## config.mk

```make
export PLATFORM = sky130hd
export DESIGN_NAME = nvm_wr_guard
export DESIGN_NICKNAME = d
export VERILOG_FILES = /design/src/rtl/nvm_wr_guard.sv
export SDC_FILE = /design/constraint.sdc
export NUM_CORES = 1
export LEC_CHECK = 0
export BUFFER_PORTS_ARGS = -buffer_cell sky130_fd_sc_hd__buf_4
export CAP_MARGIN = 40
export CORE_ASPECT_RATIO = 0.75
export CORE_UTILIZATION = 47
export DETAILED_ROUTE_END_ITERATION = 7
export PLACE_DENSITY_LB_ADDON = 0.1
export SLEW_MARGIN = 15
export SYNTH_ARGS = -nofsm -noshare
export SYNTH_HDL_FRONTEND = slang
export SYNTH_SLANG_ARGS = --single-unit
```

## constraint.sdc

```tcl
create_clock -name clk -period 1.6 [get_ports clk]
set_input_delay 0.08 -clock clk [delete_from_list [all_inputs] [get_ports clk]]
set_output_delay 0.08 -clock clk [all_outputs]
set_load 0.05 [all_outputs]
```

## src/rtl/nvm_wr_guard.sv

```systemverilog
`timescale 1ns/1ps
module nvm_wr_guard #(
  parameter logic [7:0] BPR_RESET = 8'h00,
  parameter logic [7:0] BPR_KEY   = 8'hC0
) (
  input  logic        clk,
  input  logic        rst_n,
  input  logic        wr_valid,
  input  logic [15:0] wr_addr,
  input  logic [7:0]  wr_data,
  input  logic [2:0]  map_base,
  input  logic        cfg_wr,
  input  logic        window_expired,
  output logic        mem_we,
  output logic        bpr_we,
  output logic        prot_on,
  output logic        wr_open,
  output logic [7:0]  bpr_q
);
  localparam logic [11:0] OFF_A = 12'h555;
  localparam logic [11:0] OFF_B = 12'hAAA;

  typedef enum logic [2:0] {
    ST_IDLE, ST_K1, ST_K2, ST_D3, ST_D4, ST_D5, ST_B3, ST_B4
  } st_t;

  st_t  st_q, st_cur, st_nx;
  logic open_q, bopen_q, open_cur, bopen_cur;
  logic cmd, unlock_done, deact_done, bopen_done;

  assign st_cur    = window_expired ? ST_IDLE : st_q;
  assign open_cur  = open_q  & ~window_expired;
  assign bopen_cur = bopen_q & ~window_expired;

  wire in_base = (wr_addr[15:13] == map_base);
  wire at_a    = in_base && (wr_addr[11:0] == OFF_A);
  wire at_b    = in_base && (wr_addr[11:0] == OFF_B);
  wire k_aa    = at_a && (wr_data == 8'hAA);
  wire k_55    = at_b && (wr_data == 8'h55);
  wire k_a0    = at_a && (wr_data == 8'hA0);
  wire k_80    = at_a && (wr_data == 8'h80);
  wire k_20    = at_a && (wr_data == 8'h20);
  wire k_key   = at_a && (wr_data == BPR_KEY);

  assign bpr_we = wr_valid && bopen_cur && in_base;

  always_comb begin
    st_nx       = st_cur;
    cmd         = 1'b0;
    unlock_done = 1'b0;
    deact_done  = 1'b0;
    bopen_done  = 1'b0;
    if (wr_valid) begin
      st_nx = ST_IDLE;
      if (!bpr_we) begin
        case (st_cur)
          ST_IDLE: if (k_aa) begin cmd = 1'b1; st_nx = ST_K1; end
          ST_K1:   if (k_55) begin cmd = 1'b1; st_nx = ST_K2; end
          ST_K2: begin
            if (k_a0)       begin cmd = 1'b1; unlock_done = 1'b1; end
            else if (k_80)  begin cmd = 1'b1; st_nx = ST_D3; end
            else if (k_key) begin cmd = 1'b1; st_nx = ST_B3; end
          end
          ST_D3:   if (k_aa) begin cmd = 1'b1; st_nx = ST_D4; end
          ST_D4:   if (k_55) begin cmd = 1'b1; st_nx = ST_D5; end
          ST_D5:   if (k_20) begin cmd = 1'b1; deact_done = 1'b1; end
          ST_B3:   if (k_aa) begin cmd = 1'b1; st_nx = ST_B4; end
          ST_B4:   if (k_55) begin cmd = 1'b1; bopen_done = 1'b1; end
          default: st_nx = ST_IDLE;
        endcase
      end
    end
  end

  assign mem_we = wr_valid && in_base && !cmd && !bpr_we &&
                  !bpr_q[wr_addr[12:10]] && (!prot_on || open_cur);
  assign wr_open = open_q;

  always_ff @(posedge clk) begin
    if (!rst_n) begin
      st_q    <= ST_IDLE;
      open_q  <= 1'b0;
      bopen_q <= 1'b0;
      prot_on <= 1'b1;
      bpr_q   <= BPR_RESET;
    end else begin
      st_q    <= st_nx;
      open_q  <= open_cur | unlock_done;
      bopen_q <= (bopen_cur & ~bpr_we) | bopen_done;
      if (cfg_wr || bpr_we) prot_on <= 1'b1;
      else if (deact_done)  prot_on <= 1'b0;
      if (bpr_we) bpr_q <= wr_data;
    end
  end
endmodule

```

# Yosys cells after proc, flatten, opt, wreduce, memory -nomap -nowiden
# Index checks and enable logic that the tools add are counted.
[word_totals]
wordCells = 88
register_bits = 14
[op_classes]
eq_ne = 16
muxes = 33
n_reduce_logical = 25
n_bitwise = 8
n_lt_le_gt_ge = 1
[op_table]
columns = ["op", "count"]
rows = [
  ["== test 8 bit, second input constant", 4],
  ["two-way mux 3 bit", 9],
  ["two-way mux 1 bit", 20],
  ["one-hot mux 3 bit (6 select lines)", 1],
  ["logical AND 1 bit", 15],
  ["== test 12 x 11 -> 1 bit, second input constant", 1],
  ["== test 12 bit, second input constant", 1],
  ["== test 3 bit, second input constant", 4],
  ["== test 8 x 6 -> 1 bit, second input constant", 1],
  ["== test 8 x 7 -> 1 bit, second input constant", 1],
  ["== test 3 x 2 -> 1 bit, second input constant", 2],
  ["OR reduction 3 bit", 2],
  ["logical NOT 1 bit", 4],
  ["less-than comparator 3 x 4 -> 1 bit, second input constant", 1],
  ["one-hot mux 1 bit (4 select lines)", 1],
  ["bitwise AND 1 bit", 3],
  ["binary-select mux 1 bit (select 3 bit)", 1],
  ["== test 3 x 1 -> 1 bit, second input constant", 1],
  ["== test 3 bit", 1],
  ["logical NOT 3 bit", 1],
  ["NOT 1 bit", 3],
  ["logical OR 1 bit", 2],
  ["two-way mux 2 bit", 1],
  ["OR 1 bit", 2],
  ["OR reduction 2 bit", 1],
]

# Logic depth before layout (Yosys ltp)
[logic_depth]
word_depth = 14
mapped_depth = 7
mapped_depth_nobuf = 5

# Worst setup path after synthesis
# OpenSTA, ideal clock, no wires.
[synth_timing]
path_kind = "register -> output"
start = "reg bpr_q[7]"
end = "out mem_we"
stages_incl_launch_ff = 6
setup_slack_ns = -0.259
t_arrival_ns = 1.779
required_ns = 1.520
n_path_buf = 0
cell_sequence = "dfxtp_1 mux4_2 mux2i_1 nand4_1 a31oi_1 o21a_1"
[synth_via]
elab_chain_cells = 5
[synth_lines]
columns = ["element", "line", "text"]
rows = [
  ["start, declared", "18", "output logic [7:0] bpr_q"],
  ["start signal, assigned", "92", "if (bpr_we) bpr_q <= wr_data;"],
  ["binary-select mux 1 bit (select 3 bit)", "76", "!bpr_q[wr_addr[12:10]] && (!prot_on || open_cur);"],
  ["two-way mux 1 bit (implied by the code)", "76", ""],
  ["logical NOT 1 bit", "76", ""],
  ["logical AND 1 bit", "75", "assign mem_we = wr_valid && in_base && !cmd && !bpr_we &&"],
  ["logical AND 1 bit", "76", ""],
  ["end, declared", "14", "output logic mem_we,"],
]
# Every way passes these cells. The select of a mux whose other input is x is not followed.

# Worst setup path after layout
# Ends and elaborated chain as after synthesis.

==> flow_metrics.tcl <==
set metrics [dict create \
    avgRoutedWirePerCell_um 17.8 \
    syn-num-nets 158 \
    die-width_um 56.9 \
    cp-end-kind "output port" \
    grt_max_degree 17 \
    p_per_area_nw_per_um2 432 \
    p_int_uw 518 \
    grt_pass1_vias 1233 \
    finalHoldViolations 0 \
    die_h_um 43.2 \
    period_needed_ns 1.96 \
    timing.max_cap.violations 0 \
    final_common_cell "buf_4" \
    r2r-end "st_q[0]" \
    ys_warn_count 0 \
    nets 226 \
    cts_inserted_buffers 3 \
    power_frac_comb 0.225 \
    final-setup-viol-count 1 \
    syn_area_um2 1060 \
    die_area_um2 2460 \
    grt_pass1_wl_um 5800 \
    placedCellCount 212 \
    final_cell_mix "65 x buf_4, 11 x nor2b_1, 9 x mux2i_1, 7 x nand2_1, 7 x nor2_1" \
    clockPowerShare 0.308 \
    coreArea_um2 2070 \
    vdd_drop_max_v 0.000357 \
    drt-pass1-iter-count 6 \
    worstSetupPathType "reg2out" \
    syn_inst 126 \
    rows 14 \
    total_power_uw 724 \
    diodes 0 \
    r2r_slack_ns 0.10 \
    tns_ns -0.357 \
    synth-seq-area-share 0.264 \
    htree_levels 1 \
    path_clk_slew_ns 0.09 \
    drc 2 \
    r2r_cells 7 \
    initial_core_util 0.514 \
    path_max_fanout 2 \
    clock_skew_ns 0.00284 \
    ys_types 44 \
    ioPinCount 44 \
    cellLeakagePower_nw 0.735 \
    rsz0062_at_grt "true" \
    hold_path.class "in2reg" \
    ys_ff_latch 14 \
    postCtsSetupRepairBufs 0 \
    vias_per_cell 6.10 \
    swShare 0.284 \
    fin_cells 217 \
    fmax_ghz 0.511 \
    cts.sinks 14 \
    tritoncts "yes" \
    gr-total-overflow 0 \
    cts_root_buffer "clkbuf_4" \
    clockBufferDepth 2 \
    relSlewSlack 0.756 \
    avgSynthCellArea_um2 8.43 \
    crit_start "bpr_q[7]" \
    violations "DRC, setup timing" \
    status "finished with violations" \
    gp_congestion 0.987 \
    grt_use_total 0.323 \
    hold_path_depth 3 \
    hold_start "wr_data[0]" \
    arrival_ns 1.88 \
    antenna_found_initial 0 \
    fin_crit_sh 1.22 \
    fin_ws_ns -0.357 \
    p_switching_uw 206 \
    worst_hold_path.endpoint "bpr_q[0]" \
    max_slew.worst_pin.slew_ns 0.362 \
    drtAntennaViolNets 0 \
    r2r-start "st_q[1]" \
    seqPwrFrac 0.467 \
    critPathLaunchType "register" \
    fin_area_um2 1670 \
    wl_um 3870 \
    area_growth_pct 57.6 \
    drive_above_1_share 0.461 \
    post_dp_cell_area_um2 1590 \
    cp.required_ns 1.52 \
    port-buffer-count 43 \
    final_max_slew_viol_count 0 \
    hpwl_um 3060 \
    dr_total_vias 1324 \
    clk_latency_ns 0.30 \
    drt_first_iter_violations 68 \
]
-- power groups by stage --
stage,combinational [mW],sequential [mW],clock (mW)
after floorplan,0.0522,0.346,0
after global placement,0.147,0.346,0
after detailed placement,0.151,0.346,0
after CTS,0.153,0.338,0.226
after global routing,0.171,0.338,0.244
final,0.163,0.338,0.223
-- registers in the layout, summed over array words and instances (netlist names) --
signal   flops
bpr_q        8
bopen_q      1
wr_open      1
prot_on      1
st_q         3
-- cells in the mapped netlist, drive strengths merged --
cell type  number  area (um2)
nor2            7        26.3
xor2            3        26.3
and2            2        12.5
nand4           4        25.0
o21bai          1        7.51
a221oi          1        8.76
nand2           7        26.3
a31oi           3        18.8
nor2b          11        68.8
mux2i           9        90.1
nor3            5        41.3
o32ai           1        8.76
o21a            1        7.51
a2bb2o          1        10.0
o22ai           2        12.5
buf             3        17.5
a21boi          1        7.51
or3             1        11.3
mux4            2        45.0
o21ai           4        20.0
dfxtp          14         280
inv             6        22.5
nor4            4        31.3
nand4b          1        8.76
a22oi           1        7.51
and4            1        8.76
nand3           4        20.0
and4b           1        10.0
nor4bb          4        40.0
clkbuf          1        3.75
a211oi          1        7.51
a21oi           5        25.0
a32oi           2        17.5
nor4b           1        8.76
nand3b          1        7.51
nand2b          5        31.3
and3            2        12.5
nor3b           3        27.5
-- layout make-up --
cell class / count / area [um2]
Multi-Input combinational cell: 102 / 776
Timing Repair Buffer: 67 / 513
Fill cell: 144 / 393
Sequential cell: 14 / 307
Tap cell: 24 / 30.0
Clock buffer: 3 / 22.5
Inverter: 6 / 22.5
Clock inverter: 1 / 3.75
-- what timing repair did --
action                                  in CTS  in global routing
resized for setup                            1                  7
gates cloned                                 0                  0
pin swaps                                    0                  1
hold endpoints to repair                     1                  0
hold buffers                                 1                  0
endpoints found under the setup margin       1                  5
-- worst max-delay path: stages (launching register included) --
cell and delay, ns:
dfxtp_4 0.35, mux4_2 0.45, mux2i_1 0.18, nand4_1 0.11, a31oi_1 0.16, o21a_2 0.17, buf_8 0.14
-- stage by stage --
stage	setup slack [ns]	utilization	hold slack, ns
2_1_floorplan	0.00752	-	0.192
3_3_place_gp	0.00355	0.771	0.279
3_5_place_dp	-0.0111	0.771	0.306
4_1_cts	-0.324	0.790	0.0763
5_1_grt	-0.413	0.810	0.0840
6_report	-0.357	0.810	0.0771
-- how the worst max path moves through the flow --
stage | end | slack (ns) | depth (start not counted)
after floorplan | mem_we | 0.008 | 5
after global placement | mem_we | 0.004 | 7
after detailed placement | mem_we | -0.01 | 6
after CTS | mem_we | -0.32 | 6
after global routing | mem_we | -0.41 | 6
final | mem_we | -0.36 | 6
-- layer usage --
metal,routed length (um),up-vias,GRT usage
li1,-,612,-
met1,1670,628,0.423
met2,1820,71,0.522
met3,292,13,0.0732
met4,92,0,0.117
met5,0,-,0
-- cells by family after synthesis --
| family | share of synthesized area |
|---|---|
| xor+xnor | 0.0247 |
| simple gates | 0.393 |
| buf+inv | 0.0412 |
| mux | 0.127 |
| compound gates | 0.150 |
| flops | 0.264 |
No activity file was read; power rests on OpenSTA's default activity.
